### src/rtl/vga_tg_pkg.sv
package vga_tg_pkg;
   // Segment order inside one axis; order defines the scan sequence.
   localparam int SEG_N = 4;
   typedef enum logic [1:0] {
      SEG_VIS   = 2'd0,
      SEG_FRONT = 2'd1,
      SEG_PULSE = 2'd2,
      SEG_BACK  = 2'd3
   } seg_e;

   // Axis select bit in the table word index.
   localparam int AXIS_N  = 2;
   localparam int AXIS_H  = 0;
   localparam int AXIS_V  = 1;
   localparam int WORDS_N = SEG_N * AXIS_N;
endpackage

### src/rtl/vga_tg_loader.sv
module vga_tg_loader
   import vga_tg_pkg::*;
#(
   parameter int ADDR_W   = 5,
   parameter int DATA_W   = 12,
   parameter int TBL_BASE = 0
) (
   input  logic                          clk,
   input  logic                          rst_n,
   input  logic                          commit,
   output logic [ADDR_W-1:0]             tbl_addr,
   input  logic [DATA_W-1:0]             tbl_data,
   output logic [SEG_N-1:0][DATA_W-1:0]  h_len,
   output logic [SEG_N-1:0][DATA_W-1:0]  v_len,
   output logic                          run
);
   localparam int IDX_W = $clog2(WORDS_N);

   logic [IDX_W-1:0]                  idx_q;
   logic [IDX_W-1:0]                  idx_d;
   logic                              vld_d;
   logic                              filled_q;
   logic                              run_q;
   logic [WORDS_N-1:0][DATA_W-1:0]    stage_q;
   logic [WORDS_N-1:0][DATA_W-1:0]    live_q;

   assign tbl_addr = ADDR_W'(TBL_BASE) + ADDR_W'(idx_q);
   assign run      = run_q;

   // Sweep the table continuously; data returns one clock after the address.
   always_ff @(posedge clk or negedge rst_n) begin
      if (!rst_n) begin
         idx_q    <= '0;
         idx_d    <= '0;
         vld_d    <= 1'b0;
         filled_q <= 1'b0;
         run_q    <= 1'b0;
         stage_q  <= '0;
         live_q   <= '0;
      end else begin
         idx_q <= (idx_q == IDX_W'(WORDS_N - 1)) ? '0 : idx_q + 1'b1;
         idx_d <= idx_q;
         vld_d <= 1'b1;
         if (vld_d) begin
            stage_q[idx_d] <= tbl_data;
            if (idx_d == IDX_W'(WORDS_N - 1)) filled_q <= 1'b1;
         end
         // Counters take the staged copy only at boot or at a frame seam.
         if (filled_q && (!run_q || commit)) begin
            live_q <= stage_q;
            run_q  <= 1'b1;
         end
      end
   end

   for (genvar s = 0; s < SEG_N; s++) begin : g_split
      assign h_len[s] = live_q[AXIS_H*SEG_N + s];
      assign v_len[s] = live_q[AXIS_V*SEG_N + s];
   end
endmodule

### src/rtl/vga_tg_axis.sv
module vga_tg_axis
   import vga_tg_pkg::*;
#(
   parameter int DATA_W     = 12,
   parameter int CNT_W      = DATA_W + 2,
   parameter bit ACTIVE_LOW = 1'b1
) (
   input  logic                          clk,
   input  logic                          rst_n,
   input  logic                          run,
   input  logic                          step,
   input  logic [SEG_N-1:0][DATA_W-1:0]  len,
   output logic [DATA_W-1:0]             coord,
   output logic                          last,
   output logic                          in_vis,
   output logic                          sync_o
);
   logic [CNT_W-1:0] pos_q;
   logic [CNT_W-1:0] end_vis;
   logic [CNT_W-1:0] end_front;
   logic [CNT_W-1:0] end_pulse;
   logic [CNT_W-1:0] total;
   logic             in_pulse;

   assign end_vis   = CNT_W'(len[SEG_VIS]);
   assign end_front = end_vis   + CNT_W'(len[SEG_FRONT]);
   assign end_pulse = end_front + CNT_W'(len[SEG_PULSE]);
   assign total     = end_pulse + CNT_W'(len[SEG_BACK]);

   assign last     = (pos_q == total - 1'b1);
   assign in_vis   = run && (pos_q < end_vis);
   assign in_pulse = run && (pos_q >= end_front) && (pos_q < end_pulse);
   assign coord    = in_vis ? pos_q[DATA_W-1:0] : '0;

   always_ff @(posedge clk or negedge rst_n) begin
      if (!rst_n)       pos_q <= '0;
      else if (!run)    pos_q <= '0;
      else if (step)    pos_q <= last ? '0 : pos_q + 1'b1;
   end

   if (ACTIVE_LOW) begin : g_neg
      assign sync_o = ~in_pulse;
   end else begin : g_pos
      assign sync_o = in_pulse;
   end
endmodule

### src/rtl/vga_timing_gen.sv
module vga_timing_gen
   import vga_tg_pkg::*;
#(
   parameter int ADDR_W          = 5,
   parameter int DATA_W          = 12,
   parameter int TBL_BASE        = 0,
   parameter bit SYNC_ACTIVE_LOW = 1'b1
) (
   input  logic              clk,
   input  logic              rst_n,
   output logic [ADDR_W-1:0] tbl_addr,
   input  logic [DATA_W-1:0] tbl_data,
   output logic              hsync,
   output logic              vsync,
   output logic              active,
   output logic [DATA_W-1:0] px_x,
   output logic [DATA_W-1:0] px_y
);
   localparam int CNT_W = DATA_W + $clog2(SEG_N);

   if (TBL_BASE < 0 || TBL_BASE + WORDS_N > (1 << ADDR_W)) begin : g_bad_base
      $error("timing table window does not fit the address space");
   end
   if (DATA_W < 2) begin : g_bad_width
      $error("table word too narrow");
   end

   logic [SEG_N-1:0][DATA_W-1:0] h_len;
   logic [SEG_N-1:0][DATA_W-1:0] v_len;
   logic                         run;
   logic                         h_last, v_last;
   logic                         h_vis, v_vis;
   logic [DATA_W-1:0]            h_coord, v_coord;
   logic                         frame_seam;

   assign frame_seam = run && h_last && v_last;

   vga_tg_loader #(
      .ADDR_W  (ADDR_W),
      .DATA_W  (DATA_W),
      .TBL_BASE(TBL_BASE)
   ) u_loader (
      .clk     (clk),
      .rst_n   (rst_n),
      .commit  (frame_seam),
      .tbl_addr(tbl_addr),
      .tbl_data(tbl_data),
      .h_len   (h_len),
      .v_len   (v_len),
      .run     (run)
   );

   vga_tg_axis #(
      .DATA_W    (DATA_W),
      .CNT_W     (CNT_W),
      .ACTIVE_LOW(SYNC_ACTIVE_LOW)
   ) u_hax (
      .clk   (clk),
      .rst_n (rst_n),
      .run   (run),
      .step  (run),
      .len   (h_len),
      .coord (h_coord),
      .last  (h_last),
      .in_vis(h_vis),
      .sync_o(hsync)
   );

   vga_tg_axis #(
      .DATA_W    (DATA_W),
      .CNT_W     (CNT_W),
      .ACTIVE_LOW(SYNC_ACTIVE_LOW)
   ) u_vax (
      .clk   (clk),
      .rst_n (rst_n),
      .run   (run),
      .step  (run && h_last),
      .len   (v_len),
      .coord (v_coord),
      .last  (v_last),
      .in_vis(v_vis),
      .sync_o(vsync)
   );

   assign active = h_vis && v_vis;
   assign px_x   = active ? h_coord : '0;
   assign px_y   = active ? v_coord : '0;
endmodule

### config.mk
export PLATFORM = sky130hd
export DESIGN_NAME = vga_timing_gen
export DESIGN_NICKNAME = d
export VERILOG_FILES = /design/src/rtl/vga_tg_pkg.sv /design/src/rtl/vga_tg_loader.sv /design/src/rtl/vga_tg_axis.sv /design/src/rtl/vga_timing_gen.sv
export SDC_FILE = /design/constraint.sdc
export NUM_CORES = 1
export LEC_CHECK = 0
export BUFFER_PORTS_ARGS = -buffer_cell sky130_fd_sc_hd__buf_2
export CAP_MARGIN = 30
export CELL_PAD_IN_SITES_DETAIL_PLACEMENT = 1
export CELL_PAD_IN_SITES_GLOBAL_PLACEMENT = 2
export CORE_ASPECT_RATIO = 0.9
export CORE_MARGIN = 5
export CORE_UTILIZATION = 46
export DETAILED_ROUTE_END_ITERATION = 16
export PLACE_DENSITY = 0.85
export SLEW_MARGIN = 20
export SYNTH_ARGS = -nofsm -noshare
export SYNTH_HDL_FRONTEND = slang
export SYNTH_HIERARCHICAL = 1
export SYNTH_SLANG_ARGS = --single-unit
### constraint.sdc
create_clock -name clk -period 9.3 [get_ports clk]
set_input_delay 1.86 -clock clk [delete_from_list [all_inputs] [get_ports clk]]
set_output_delay 1.86 -clock clk [all_outputs]
set_load 0.05 [all_outputs]
==> out/qor.csv <==
metric,value,unit
crit_fanout,4,
ff2ff_path_depth,31,
critical_path.startpoint_type,flip-flop,
port-buffer-count,43,
synth_enable_flop_cells,0,
cellInternalPower,2.990,mW
clock_path_buffers,3,
ratio_of_cells_with_drive_above_1_in_the_final_layout,0.2138,
vias_in_the_first_global_route,11985,
setup_violations,0,
worst_ep_arrival_time,5.76,ns
design.core.area,0.03311,sq mm
report.final.slew_viol_count,0,
min_path_type,reg2reg,
cts_repair_resize_count,0,
total_power,5.282,mW
post-route-min-period,7.620,ns
synthesis.area_per_instance,10.36,sq um
grt_setup_unrepaired,no,
place.detailed.hpwl,31570,um
cellPowerDensity,308.0,mW/mm^2
maxSlewHeadroom,0.3987,
dieWidth,203.3,um
worst_hold_slack,0.4062,ns
outcome,completed,
track_usage,0.2280,
die-height,184.0,um
largest_net_degree_at_the_start_of_global_routing,93,
cts_inserted_buffers,27,
detail_route.vias_per_cell,5.782,
insertion_delay,0.57,ns
worst_slew_pin_slew,0.8768,ns
finalClockSkew,0.01274,ns
p_sw_frac,0.4339,
route.detailed.drc,0,
i_o_pin_cnt,46,
clkSinkCount,229,
ys_async_sr_fraction,1.000,
detailedRoute.firstIterationViolations,665,
cellLeakagePower,8.246,nW
dr_total_vias,11477,
post_synth_instance_area,0.01547,sq mm
dominantRegCellSynth,sky130_fd_sc_hd__dfrtp_1,
critical_path_start_end_classification,reg2out,
gp_congestion,0.8838,
postCtsSetupBuffers,0,
dp_cells,1932,
seqPwrFrac,0.231,
rrSetupSlack,1.86,ns
worstHoldEndpoint,u_loader/idx_d[1],
setup.worst_path.end_class,output pin,
holdPathStages,0,
synthesis.yosys.warnings,6,
postRouteAntennaNets,0,
nNetsFinal,1723,
antenna_found_initial,0,
cts_tree,done,
p_clk_frac,0.212,
number_of_non_filler_instances_in_the_completed_layout,1985,
wire_per_inst,21.42,um
drtPass1Iterations,4,
grt_pass1_wl,68030,um
flow.area_growth_from_synthesis,10.84,%
rows,63,
synth.yosys.seq_area_share,0.3704,
drv_cap,0,
ctsRootBufferMaster,sky130_fd_sc_hd__clkbuf_16,
ys_seq_elements,229,
share_comb_of_total_power,0.557,
vdd.ir_drop.worst,0.1341,mV
grt_overflow_total,0,
cts_hold_buffers,0,
post_synth_inst_count,1493,
ctsHtreeMaxLevel,1,
cts.reportedPaths.clkPinSlew,0.06,ns
achievable-frequency,131.2,MHz
worst_r2r_startpoint,u_loader/h_len[0],
critical_path_required,7.44,ns
initial_utilization,0.4673,
min_from,u_loader/idx_q[1],
p_sw,2.292,mW
hold_viol_final,0,
min_period_over_period,0.8194,
regToRegEndpoint,u_vax/pos_q[10],
fin_setup_tns,0,ns
design.die.area,0.03741,sq mm
netlist_cell_types,77,
drt-total-wl,42520,um
-- worst max-delay path by stage --
stage | startpoint | endpoint | slack [ns] | cells after the start
after floorplan | u_loader/h_len[1] | hsync | 2.50 | 20
after global placement | u_loader/h_len[0] | u_vax/pos_q[8] | 2.16 | 31
after detailed placement | u_loader/h_len[0] | u_vax/pos_q[10] | 1.87 | 31
after CTS | u_loader/h_len[1] | hsync | 1.69 | 21
after global routing | u_loader/h_len[0] | u_vax/pos_q[10] | 1.23 | 31
final | u_loader/h_len[1] | hsync | 1.68 | 21
-- flip-flops by register name (all words and copies together), names as in the netlist, 3 cells and up --
register and flops:
u_loader/v_len 48, u_loader/idx_q 3, u_loader/stage_q 96, u_vax/pos_q 14
u_hax/pos_q 14, u_loader/h_len 48, u_loader/idx_d 3
-- stage by stage --
| step | util | worst slack, ns | instance area, sq um |
|---|---|---|---|
| after global placement | 0.4869 | 2.162 | 16120 |
| final | 0.5180 | 1.680 | 17150 |
| after detailed placement | 0.4882 | 1.875 | 16160 |
| after CTS | 0.5169 | 1.688 | 17110 |
| after floorplan | - | 2.499 | 15470 |
| after global routing | 0.5179 | 1.232 | 17150 |
-- logic make-up (layout without fill, tap and decap cells) --
logic type | count (synthesis) | after routing | synth area share
XOR/XNOR | 109 | 109 | 0.06171
multiplexers | 194 | 194 | 0.1410
AO/OA/AOI/OAI | 261 | 261 | 0.1173
other | 2 | 4 | 0.0004854
buffers and inverters | 185 | 253 | 0.04974
AND/OR/NAND/NOR | 342 | 342 | 0.1184
flip-flops | 229 | 229 | 0.3704
adder cells (fa/ha/maj) | 171 | 171 | 0.1410
-- per-layer routing --
layer	GRT usage	vias to the layer above	share of wire
li1	-	5461	-
met4	0.04586	0	0.020
met2	0.3427	150	0.42
met3	0.02875	49	0.028
met5	0	-	0
met1	0.3542	5817	0.53
-- power by group through the flow --
stage | combinational [mW] | clock, mW | sequential, mW
floorplan | 2.27 | 0 | 1.18
global placement | 2.84 | 0 | 1.23
detailed placement | 2.89 | 0 | 1.23
CTS | 2.92 | 1.15 | 1.22
global route | 3.26 | 1.20 | 1.23
finish | 2.94 | 1.12 | 1.22
-- cells in the final DEF (no fill, tap or decap), types with 10 or more instances in the layout --
cell type	synthesis	routed
sky130_fd_sc_hd__a211oi_1	22	22
sky130_fd_sc_hd__a21o_1	40	40
sky130_fd_sc_hd__a21oi_1	64	64
sky130_fd_sc_hd__and2_1	10	10
sky130_fd_sc_hd__and3_1	34	34
sky130_fd_sc_hd__buf_2	17	43
sky130_fd_sc_hd__buf_4	10	17
sky130_fd_sc_hd__clkbuf_16	0	27
sky130_fd_sc_hd__dfrtp_1	229	229
sky130_fd_sc_hd__ha_1	162	162
sky130_fd_sc_hd__inv_1	138	138
sky130_fd_sc_hd__mux2_2	192	192
sky130_fd_sc_hd__nand2_1	67	67
sky130_fd_sc_hd__nand2b_1	22	22
sky130_fd_sc_hd__nand3_1	30	30
sky130_fd_sc_hd__nand4_1	21	21
sky130_fd_sc_hd__nor2_1	61	61
sky130_fd_sc_hd__nor3_1	36	35
sky130_fd_sc_hd__o21a_1	12	12
sky130_fd_sc_hd__o21ai_0	27	27
sky130_fd_sc_hd__o21bai_1	11	11
sky130_fd_sc_hd__xnor2_1	64	64
sky130_fd_sc_hd__xor2_1	45	45
-- synthesized netlist by cell type, drive strengths merged (10+ instances only) --
cell	number	share of area
inv	138	0.033
buf	29	0.012
mux2	192	0.14
a21o	40	0.019
nor2	61	0.015
nor4	10	0.0044
dfrtp	229	0.37
nand2	67	0.016
a21oi	64	0.021
nand3	30	0.0097
nand2b	22	0.0089
nor3	37	0.012
xor2	45	0.025
o21bai	11	0.0053
xnor2	64	0.036
clkbuf	18	0.0044
and3	39	0.016
and2	11	0.0045
nand4	21	0.0085
o21a	12	0.0058
a211oi	25	0.013
o21ai	35	0.011
ha	162	0.13
-- worst max-delay path, stage by stage (launching register included) --
cell,delay [ns]
sky130_fd_sc_hd__dfrtp_1,0.39
sky130_fd_sc_hd__ha_1,0.30
sky130_fd_sc_hd__a21o_1,0.16
sky130_fd_sc_hd__a21oi_1,0.21
sky130_fd_sc_hd__o21bai_1,0.10
sky130_fd_sc_hd__a21oi_1,0.23
sky130_fd_sc_hd__o21bai_1,0.12
sky130_fd_sc_hd__a41o_1,0.27
sky130_fd_sc_hd__o41ai_1,0.48
sky130_fd_sc_hd__xnor2_1,0.13
sky130_fd_sc_hd__ha_1,0.36
sky130_fd_sc_hd__nand2_1,0.07
sky130_fd_sc_hd__o21ai_0,0.44
sky130_fd_sc_hd__a41oi_1,0.14
sky130_fd_sc_hd__xnor2_1,0.24
sky130_fd_sc_hd__ha_1,0.21
sky130_fd_sc_hd__a211oi_1,0.23
sky130_fd_sc_hd__a21boi_0,0.35
sky130_fd_sc_hd__o2111ai_1,0.17
sky130_fd_sc_hd__a32o_1,0.24
sky130_fd_sc_hd__nor3b_1,0.14
sky130_fd_sc_hd__buf_2,0.21
-- cell type report --
class / count / area [sq um]
multi-input cells: 1080 / 8997
diodes: 1 / 2.502
inverters: 138 / 518.0
well taps: 422 / 528.0
fillers: 3639 / 15960
repair buffers: 65 / 422.9
clock buffers: 36 / 769.5
flip-flops and latches: 229 / 5731
clock inverters: 14 / 178.9
No activity file was read; power rests on OpenSTA's default activity.
